===== src/rtl/e1ta_pkg.sv =====
package e1ta_pkg;
    localparam int unsigned SLOTS     = 32;
    localparam int unsigned SLOT_BITS = 8;
    localparam int unsigned MF_FRAMES = 16;

    localparam int unsigned BIT_W = $clog2(SLOT_BITS);
    localparam int unsigned TS_W  = $clog2(SLOTS);
    localparam int unsigned POS_W = BIT_W + TS_W;
    localparam int unsigned FRM_W = $clog2(MF_FRAMES);

    localparam logic [POS_W-1:0] POS_LAST = POS_W'(SLOTS * SLOT_BITS - 1);
    localparam logic [FRM_W-1:0] FRM_LAST = FRM_W'(MF_FRAMES - 1);

    typedef enum logic {
        PIN_FRAME_IND = 1'b0,
        PIN_SIG_IN    = 1'b1
    } pin_mode_e;

    typedef struct packed {
        logic [TS_W-1:0]      ts;
        logic [FRM_W-1:0]     frm;
        logic [SLOT_BITS-1:0] data;
        logic [SLOT_BITS-1:0] sig;
    } slot_t;

    function automatic logic at_boundary(input logic [POS_W-1:0] pos,
                                         input logic [FRM_W-1:0] frm,
                                         input logic             mf);
        return (pos == POS_LAST) && (!mf || (frm == FRM_LAST));
    endfunction

    function automatic logic [POS_W-1:0] pos_next(input logic [POS_W-1:0] pos);
        return (pos == POS_LAST) ? '0 : pos + 1'b1;
    endfunction
endpackage


===== src/rtl/e1ta_edge_sel.sv =====
module e1ta_edge_sel
    import e1ta_pkg::*;
(
    input  logic clk,
    input  logic rst,
    input  logic sys_edge,
    input  logic dbl_rate,
    input  logic late_edge,
    input  logic fp_low,
    input  logic fp_raw,
    output logic smp,
    output logic fp_hit
);
    logic phase_q;
    logic fp_pend_q;
    logic first_edge;
    logic fp_now;

    assign first_edge = !dbl_rate || !phase_q;
    assign fp_now     = fp_raw ^ fp_low;
    assign smp        = sys_edge && (!dbl_rate || (phase_q == late_edge));
    assign fp_hit     = (sys_edge && first_edge) ? fp_now : fp_pend_q;

    always_ff @(posedge clk) begin
        if (rst) begin
            phase_q   <= 1'b0;
            fp_pend_q <= 1'b0;
        end else if (sys_edge) begin
            phase_q <= dbl_rate ? !phase_q : 1'b0;
            if (first_edge)
                fp_pend_q <= fp_now;
        end
    end


    fp_hold_chk: assert property (@(posedge clk) disable iff (rst)
        (sys_edge && dbl_rate && phase_q) |=> (fp_pend_q == $past(fp_pend_q)));
endmodule


===== src/rtl/e1ta_bit_ctr.sv =====
module e1ta_bit_ctr
    import e1ta_pkg::*;
(
    input  logic             clk,
    input  logic             rst,
    input  logic             smp,
    input  logic             fp_hit,
    input  logic             fp_mf,
    output logic [POS_W-1:0] pos,
    output logic [FRM_W-1:0] frm,
    output logic             realign
);
    logic on_boundary;

    assign on_boundary = at_boundary(pos, frm, fp_mf);

    always_ff @(posedge clk) begin
        if (rst) begin
            pos     <= POS_LAST;
            frm     <= FRM_LAST;
            realign <= 1'b0;
        end else begin
            realign <= 1'b0;
            if (smp) begin
                if (fp_hit) begin
                    pos     <= '0;
                    frm     <= fp_mf ? '0 : frm + 1'b1;
                    realign <= !on_boundary;
                end else begin
                    pos <= pos_next(pos);
                    if (pos == POS_LAST)
                        frm <= frm + 1'b1;
                end
            end
        end
    end


    realign_pos_chk: assert property (@(posedge clk) disable iff (rst)
        realign |-> (pos == '0));


    realign_mf_chk: assert property (@(posedge clk) disable iff (rst)
        (realign && fp_mf) |-> (frm == '0));
endmodule


===== src/rtl/e1ta_byte_asm.sv =====
module e1ta_byte_asm
    import e1ta_pkg::*;
(
    input  logic             clk,
    input  logic             rst,
    input  logic             smp,
    input  logic             ser_data,
    input  logic             ser_sig,
    input  pin_mode_e        pin_mode,
    input  logic             fp_mf,
    input  logic [POS_W-1:0] pos,
    input  logic [FRM_W-1:0] frm,
    output logic             byte_vld,
    output slot_t            slot,
    output logic             fi_out
);
    logic [SLOT_BITS-1:0] dat_sh;
    logic [SLOT_BITS-1:0] sig_sh;
    logic                 smp_d;

    always_ff @(posedge clk) begin
        if (rst) begin
            dat_sh <= '0;
            sig_sh <= '0;
            smp_d  <= 1'b0;
        end else begin
            smp_d <= smp;
            if (smp) begin
                dat_sh <= {dat_sh[SLOT_BITS-2:0], ser_data};
                sig_sh <= {sig_sh[SLOT_BITS-2:0], ser_sig};
            end
        end
    end

    assign byte_vld = smp_d && (pos[BIT_W-1:0] == BIT_W'(SLOT_BITS - 1));

    always_comb begin
        slot.ts   = pos[POS_W-1:BIT_W];
        slot.frm  = frm;
        slot.data = dat_sh;
        slot.sig  = (pin_mode == PIN_SIG_IN) ? sig_sh : '0;
    end

    assign fi_out = (pin_mode == PIN_FRAME_IND) && (pos == '0)
                    && (!fp_mf || (frm == '0));


    vld_pulse_chk: assert property (@(posedge clk) disable iff (rst)
        byte_vld |=> !byte_vld);


    fi_stable_chk: assert property (@(posedge clk) disable iff (rst)
        !smp |=> $stable(fi_out));
endmodule


===== src/rtl/e1_tx_frame_aligner.sv =====
module e1_tx_frame_aligner
    import e1ta_pkg::*;
(
    input  logic                 clk,
    input  logic                 rst,
    input  logic                 sys_edge,
    input  logic                 cfg_dbl_rate,
    input  logic                 cfg_late_edge,
    input  logic                 cfg_fp_low,
    input  logic                 cfg_fp_mf,
    input  logic                 cfg_ext_sig,
    input  logic                 ser_data,
    input  logic                 ser_sig,
    input  logic                 frame_pulse,
    output logic                 byte_vld,
    output logic [TS_W-1:0]      byte_ts,
    output logic [FRM_W-1:0]     byte_frm,
    output logic [SLOT_BITS-1:0] byte_data,
    output logic [SLOT_BITS-1:0] byte_sig,
    output logic                 realign,
    output logic                 fi_out
);
    logic             smp;
    logic             fp_hit;
    logic [POS_W-1:0] pos;
    logic [FRM_W-1:0] frm;
    slot_t            slot;
    pin_mode_e        pin_mode;

    assign pin_mode = cfg_ext_sig ? PIN_SIG_IN : PIN_FRAME_IND;

    e1ta_edge_sel u_edge (
        .clk       (clk),
        .rst       (rst),
        .sys_edge  (sys_edge),
        .dbl_rate  (cfg_dbl_rate),
        .late_edge (cfg_late_edge),
        .fp_low    (cfg_fp_low),
        .fp_raw    (frame_pulse),
        .smp       (smp),
        .fp_hit    (fp_hit)
    );

    e1ta_bit_ctr u_ctr (
        .clk     (clk),
        .rst     (rst),
        .smp     (smp),
        .fp_hit  (fp_hit),
        .fp_mf   (cfg_fp_mf),
        .pos     (pos),
        .frm     (frm),
        .realign (realign)
    );

    e1ta_byte_asm u_asm (
        .clk      (clk),
        .rst      (rst),
        .smp      (smp),
        .ser_data (ser_data),
        .ser_sig  (ser_sig),
        .pin_mode (pin_mode),
        .fp_mf    (cfg_fp_mf),
        .pos      (pos),
        .frm      (frm),
        .byte_vld (byte_vld),
        .slot     (slot),
        .fi_out   (fi_out)
    );

    assign byte_ts   = slot.ts;
    assign byte_frm  = slot.frm;
    assign byte_data = slot.data;
    assign byte_sig  = slot.sig;


    vld_after_smp_chk: assert property (@(posedge clk) disable iff (rst)
        byte_vld |-> $past(smp));
endmodule


===== config.mk =====
export PLATFORM = sky130hd
export DESIGN_NAME = e1_tx_frame_aligner
export DESIGN_NICKNAME = d
export VERILOG_FILES = /design/src/rtl/e1ta_pkg.sv /design/src/rtl/e1ta_edge_sel.sv /design/src/rtl/e1ta_bit_ctr.sv /design/src/rtl/e1ta_byte_asm.sv /design/src/rtl/e1_tx_frame_aligner.sv
export SDC_FILE = /design/constraint.sdc
export NUM_CORES = 1
export LEC_CHECK = 0
export BUFFER_PORTS_ARGS = -buffer_cell sky130_fd_sc_hd__buf_2
export CAP_MARGIN = 20
export CORE_UTILIZATION = 56
export CTS_CLUSTER_SIZE = 24
export DETAILED_ROUTE_END_ITERATION = 8
export PLACE_DENSITY_LB_ADDON = 0.08
export SYNTH_ARGS = -nofsm -noshare
export SYNTH_HDL_FRONTEND = slang
export SYNTH_HIERARCHICAL = 1
export SYNTH_SLANG_ARGS = --single-unit

===== constraint.sdc =====
create_clock -name clk -period 5.5 [get_ports clk]
set_input_delay 0.55 -clock clk [delete_from_list [all_inputs] [get_ports clk]]
set_output_delay 0.55 -clock clk [all_outputs]
set_load 0.01 [all_outputs]

==> flow_summary.ini, run 1 <==
[synth]
synth_edf_count = 0
ys_seq_area_share_pct = 40.4
avgSynthCellArea_um2 = 9.56
yosysUniqueCellTypes = 42
synth_compound_area_share_pct = 12.3
synth_fp_nets = 179
synth_top_family_by_area = simple AND/OR/NAND/NOR gates
synthCells = 166
yosys.area_share.simple_pct = 21.1
syn_area_um2 = 1590
synthArstFlopShare_pct = 0
synth_xor_area_share_pct = 2.76
yosysWarnings = 6
ys.flop_type = dfxtp_1
synth_mux_area_share_pct = 13.7
synth_seq_cells = 32
synth_fa_ha_area_share_pct = 1.58

[global_routing]
grt_max_degree = 33
use_met3_pct = 4.92
grt_pass1_vias = 1127
top_usage_layer = met2
track_usage_pct = 20.5
met2_usage_pct = 33.9
grtUsageMet1_pct = 26.5
grt_overflow = 0
antenna_found_initial = 0
grt_pass1_wl_um = 5080

[timing]
slew_headroom_pct = 32.4
grt_setup_unrepaired = no
hold_violations = 0
finalSetupTns_ps = 0
skew_ps = 4.33
post-route-min-period_ps = 2180
whs_ps = 460
finalCritPeriodShare_pct = 39.6
setup_ws_ps = 3320
fmax_ghz = 0.459
setup_viol = 0
worst_slew_pin_slew_ps = 1010
finalMaxSlewViolations = 0

[pwr]
p_leak_uw = 0.000793
powerDensity_nw_per_um2 = 300
seqPwrFrac_pct = 50.4
p_comb_share_pct = 22.3
switching_share_pct = 31.7
ir_worst_vdd_v = 0.000300
p_int_uw = 363
p_total_uw = 531
p_switching_uw = 168
clockPowerShare_pct = 27.3

[clock_network]
insertion_delay_ps = 330
htreeDepth = 2
holdBufCountCts = 0
cts_buffers = 5
root_buffer = clkbuf_4
clk_pin_slew_worst_paths_ps = 100
clockBufferDepth = 2
cts.sinks = 32
cts_tree = built
cts_setup_buffers = 0
cts_resized = 0

[place]
numPortBuffers = 38
dpl.hpwl_um = 2060
pre_cts_slack_ps = 3030
dpl.cell_count = 218
place.gp.congestion = 0.802

[cells_and_area]
layout_commonest_cell = buf_2
layout-drive-gt1-share_pct = 29.1
layoutNonFillerInstCount = 226
num-nets-final = 208
area_growth_pct = 11.6
final_cell_mix = 38 x buf_2, 32 x dfxtp_1, 21 x nor2_1
diodes = 0

[floorplan]
rows = 18
die_x_um = 55.2
initial_core_util_pct = 61.8
core-area_um2 = 2570
dieArea_um2 = 3050
pin_count = 39
die_h_um = 55.2

[route]
vias = 1268
drt_first_iter_violations = 37
drc = 0
wirelength_um = 2940
final_antenna_net_count = 0
detail_route.wl_per_cell_um = 13.0
drt-vias-per-instance = 5.61
drtPass1Iterations = 4

[min_path]
holdCritPathClass = input pin to flip-flop

[run]
maxCapViolations = 0

[critical_path]
critPathLaunchType = flip-flop
cp.arrival_ps = 2410
end_kind = flip-flop
worstSetupPathType = flip-flop to flip-flop
path_max_fanout = 32
cp.required_ps = 5730

[run_status]
status = completed
==> power by group through the flow <==
stage	combinational (uW)	sequential [uW]	clock [uW]
2_1_floorplan	103	269	0
3_3_place_gp	115	272	0
3_5_place_dp	118	273	0
4_1_cts	119	268	149
5_1_grt	130	271	158
6_report	119	268	145
==> per-stage QoR <==
step                      util, %  instance area [um2]
after floorplan                 -                 1590
after global placement       66.4                 1700
after detailed placement     66.4                 1700
after CTS                    69.0                 1770
after global routing         69.0                 1770
final                        69.0                 1770
==> logic make-up after synthesis <==
group,count (synthesis)
flops,32
xor+xnor,5
buf+inv,18
simple gates,62
mux,21
compound gates,26
fa+ha+maj,2
==> critical path: stages (launching register included) <==
cell and delay [ps]:
dfxtp_1 350, xor2_1 190, a21boi_4 800, nand3_1 200, nor3_1 260, xor2_1 90, a21o_1 180
==> cell usage after synthesis, types with 2 or more instances <==
| cell | number | area share [%] |
|---|---|---|
| a211o_1 | 2 | 1.1 |
| a21o_1 | 3 | 1.4 |
| a21oi_1 | 4 | 1.3 |
| and2_1 | 9 | 3.5 |
| and4_1 | 2 | 1.1 |
| buf_2 | 3 | 0.95 |
| buf_4 | 9 | 4.3 |
| clkbuf_1 | 2 | 0.47 |
| dfxtp_1 | 32 | 40 |
| ha_1 | 2 | 1.6 |
| inv_1 | 2 | 0.47 |
| mux2_2 | 2 | 1.4 |
| mux2i_1 | 18 | 11 |
| nand2_1 | 8 | 1.9 |
| nand2b_1 | 4 | 1.6 |
| nand3_1 | 4 | 1.3 |
| nand3_2 | 2 | 1.3 |
| nor2_1 | 21 | 5.0 |
| nor2b_1 | 2 | 0.79 |
| nor3_1 | 5 | 1.6 |
| o211ai_1 | 3 | 1.4 |
| o21ai_0 | 4 | 1.3 |
| xor2_1 | 4 | 2.2 |
==> state kept, by name, indices dropped and copies added, names as in the netlist <==
signal            cells
u_asm/sig_sh          8
u_edge/fp_pend_q      1
u_ctr/pos             8
u_asm/dat_sh          8
u_asm/smp_d           1
u_ctr/realign         1
u_edge/phase_q        1
u_ctr/frm             4
==> per-layer routing <==
metal,share of wire [%],vias to the layer above
met5,0,-
met1,45,600
li1,-,631
met3,4.5,5
met4,1.4,0
met2,49,32
==> path summary, 6_finish.rpt <==
check                           cells after the start  slack [ps]              end       startpoint
worst min-delay path                                3         460  u_asm/dat_sh[0]         ser_data
worst min register to register                      2         500  u_asm/sig_sh[7]  u_asm/sig_sh[7]
worst max register to register                      6        3320     u_ctr/pos[7]   u_edge/phase_q
worst max-delay path                                6        3320     u_ctr/pos[7]   u_edge/phase_q
==> cell type report <==
cell class                 count  area [um2]
tap                           30        37.5
inverter                       2        7.51
timing repair buffer          38         190
fill                         230         797
clock buffer                   6        51.3
multi-input combinational    116         828
sequential                    32         641
clock inverter                 2        15.0
Note: power is estimated with default switching activity, not from simulation.
==> run 2: changes to the inputs <==
--- a/config.mk
+++ b/config.mk
@@ -7,7 +7,7 @@
 export LEC_CHECK = 0
 export BUFFER_PORTS_ARGS = -buffer_cell sky130_fd_sc_hd__buf_2
 export CAP_MARGIN = 20
-export CORE_UTILIZATION = 56
+export CORE_UTILIZATION = 52
 export CTS_CLUSTER_SIZE = 24
 export DETAILED_ROUTE_END_ITERATION = 8
 export PLACE_DENSITY_LB_ADDON = 0.08
==> constraint.sdc (replaced) <==
create_clock -name clk -period 2.1 [get_ports clk]
set_input_delay 0.21 -clock clk [delete_from_list [all_inputs] [get_ports clk]]
set_output_delay 0.21 -clock clk [all_outputs]
set_load 0.01 [all_outputs]
==> run 2 against run 1 <==
The flow now finishes with violations (design-rule violations). Via count shrank 0.95%. Die area rose by 7.4%. Sequential cell count stayed put. Worst setup slack lost 3000 ps. First-iteration DRC count grew 65%. Sequential share of layout area down 0.53 points. Critical path depth fell by 1. Wire length rose by 0.95%.
==> flow_summary.ini, run 2 (synthesis gave the netlist of run 1 again) <==
[clock_network]
cts_resized = 0
root_buffer = clkbuf_4
cts_setup_buffers = 0
holdBufCountCts = 0
clockBufferDepth = 2
insertion_delay_ps = 340
htreeDepth = 2
cts_buffers = 5
cts.sinks = 32
clk_pin_slew_worst_paths_ps = 110
cts_tree = built

[timing]
setup_viol = 0
whs_ps = 101
post-route-min-period_ps = 1810
slew_headroom_pct = 60.5
worst_slew_pin_slew_ps = 592
finalMaxSlewViolations = 0
skew_ps = 7.02
fmax_ghz = 0.554
finalCritPeriodShare_pct = 86.0
hold_violations = 0
grt_setup_unrepaired = no
finalSetupTns_ps = 0

[cells_and_area]
final_cell_mix = 38 x buf_2, 32 x dfxtp_1, 21 x nor2_1
num-nets-final = 209
diodes = 0
layout_commonest_cell = buf_2
layout-drive-gt1-share_pct = 29.4
reg_top3 = u_asm/dat_sh x8, u_asm/sig_sh x8, u_ctr/pos x8
area_growth_pct = 13.2

[floorplan]
initial_core_util_pct = 56.1
core-area_um2 = 2830
rows = 19
die_h_um = 57.2
die_x_um = 57.2
dieArea_um2 = 3280
pin_count = 39

[pwr]
clockPowerShare_pct = 32.9
ir_worst_vdd_v = 0.000642
switching_share_pct = 30.5
powerDensity_nw_per_um2 = 835
p_int_uw = 1040
p_comb_share_pct = 20.4
seqPwrFrac_pct = 46.7
p_leak_uw = 0.000809
p_switching_uw = 458

[critical_path]
worst-path-buf-inv = 0
r2r_end = u_ctr/frm[2]
worstReg2RegStart = u_ctr/pos[0]
cp_cell_sequence = ha_1 -> nand3_2 -> nor3_4 -> nand3_2 -> a311o_1
cpPeakStageDelay_ps = 450
end_kind = flip-flop
critPathLaunchType = flip-flop
crit_slowest_cell = dfxtp_1
cp.required_ps = 2340
rrSetupSlack_ps = 290
worstSetupPathType = flip-flop to flip-flop
path_max_fanout = 7
path_common_cell = nand3_2
cp.arrival_ps = 2050
cp_top_family = simple AND/OR/NAND/NOR gates
r2r_cells = 5

[min_path]
holdPathStages = 3
hp-start = ser_data
holdCritPathClass = input pin to flip-flop
holdPathEnd = u_asm/dat_sh[0]

[place]
numPortBuffers = 38
place.gp.congestion = 0.805
dpl.hpwl_um = 2040

[route]
drtPass1Iterations = 6
drt_first_iter_violations = 61
vias = 1256
detail_route.wl_per_cell_um = 13.0
drc = 2
drt-vias-per-instance = 5.51
wirelength_um = 2960
final_antenna_net_count = 0

[global_routing]
track_usage_pct = 19.6
antenna_found_initial = 0
grt_pass1_wl_um = 4840
grt_max_degree = 33
grt_overflow = 0
grt_pass1_vias = 1105

[run_status]
violations = design-rule violations
status = finished, violations left

[run]
maxCapViolations = 0
run 2: cell types whose count changed in the layout (fill, tap and decap cells not counted):
cell,delta
buf_4,+1
bufinv_16,+1
clkbuf_8,-1
clkinvlp_4,-1
inv_6,+1
run 2: metrics by stage:
| stage | total power [uW] | cell area (um2) | std cells | utilization (%) | worst slack, ps |
|---|---|---|---|---|---|
| after detailed placement | 1020 | 1710 | 220 | 60.5 | 324 |
| after global placement | 1010 | 1710 | 220 | 60.5 | 393 |
| after global routing | 1570 | 1800 | 228 | 63.5 | 191 |
| after floorplan | 975 | 1590 | 166 | - | 349 |
| final | 1500 | 1800 | 228 | 63.5 | 294 |
| after CTS | 1510 | 1800 | 228 | 63.5 | 310 |
run 2: worst max path at each step:
stage | start | endpoint | cells after the start
floorplan | u_edge/phase_q | u_ctr/pos[2] | 5
global placement | u_ctr/pos[0] | u_ctr/frm[2] | 5
detailed placement | u_ctr/pos[0] | u_ctr/frm[2] | 5
CTS | u_ctr/pos[0] | u_ctr/frm[2] | 5
global route | u_ctr/pos[0] | u_ctr/frm[2] | 5
finish | u_ctr/pos[0] | u_ctr/frm[2] | 5
run 2: worst min-delay path, stage by stage:
cell and delay [ps]:
buf_2 70, mux2i_1 60, nor2_1 70
run 2: cell type report:
type | instances | area (um2)
fillers | 251 | 1030
flip-flops and latches | 32 | 641
multi-input cells | 116 | 828
inverters | 2 | 7.51
well taps | 31 | 38.8
repair buffers | 39 | 198
clock buffers | 5 | 37.5
clock inverters | 3 | 46.3
run 2: per-layer routing:
metal	share of wire [%]	routed length [um]	GRT usage, %
met4	2.7	80	13.2
met2	47	1390	31.3
met3	5.6	166	5.22
met1	45	1320	23.2
met5	0	0	0
run 2: power groups by stage:
| stage | sequential (uW) | clock, uW | combinational (uW) |
|---|---|---|---|
| finish | 701 | 493 | 306 |
| global route | 710 | 521 | 339 |
| CTS | 701 | 501 | 307 |
| detailed placement | 715 | 0 | 305 |
| global placement | 713 | 0 | 302 |
| floorplan | 704 | 0 | 270 |
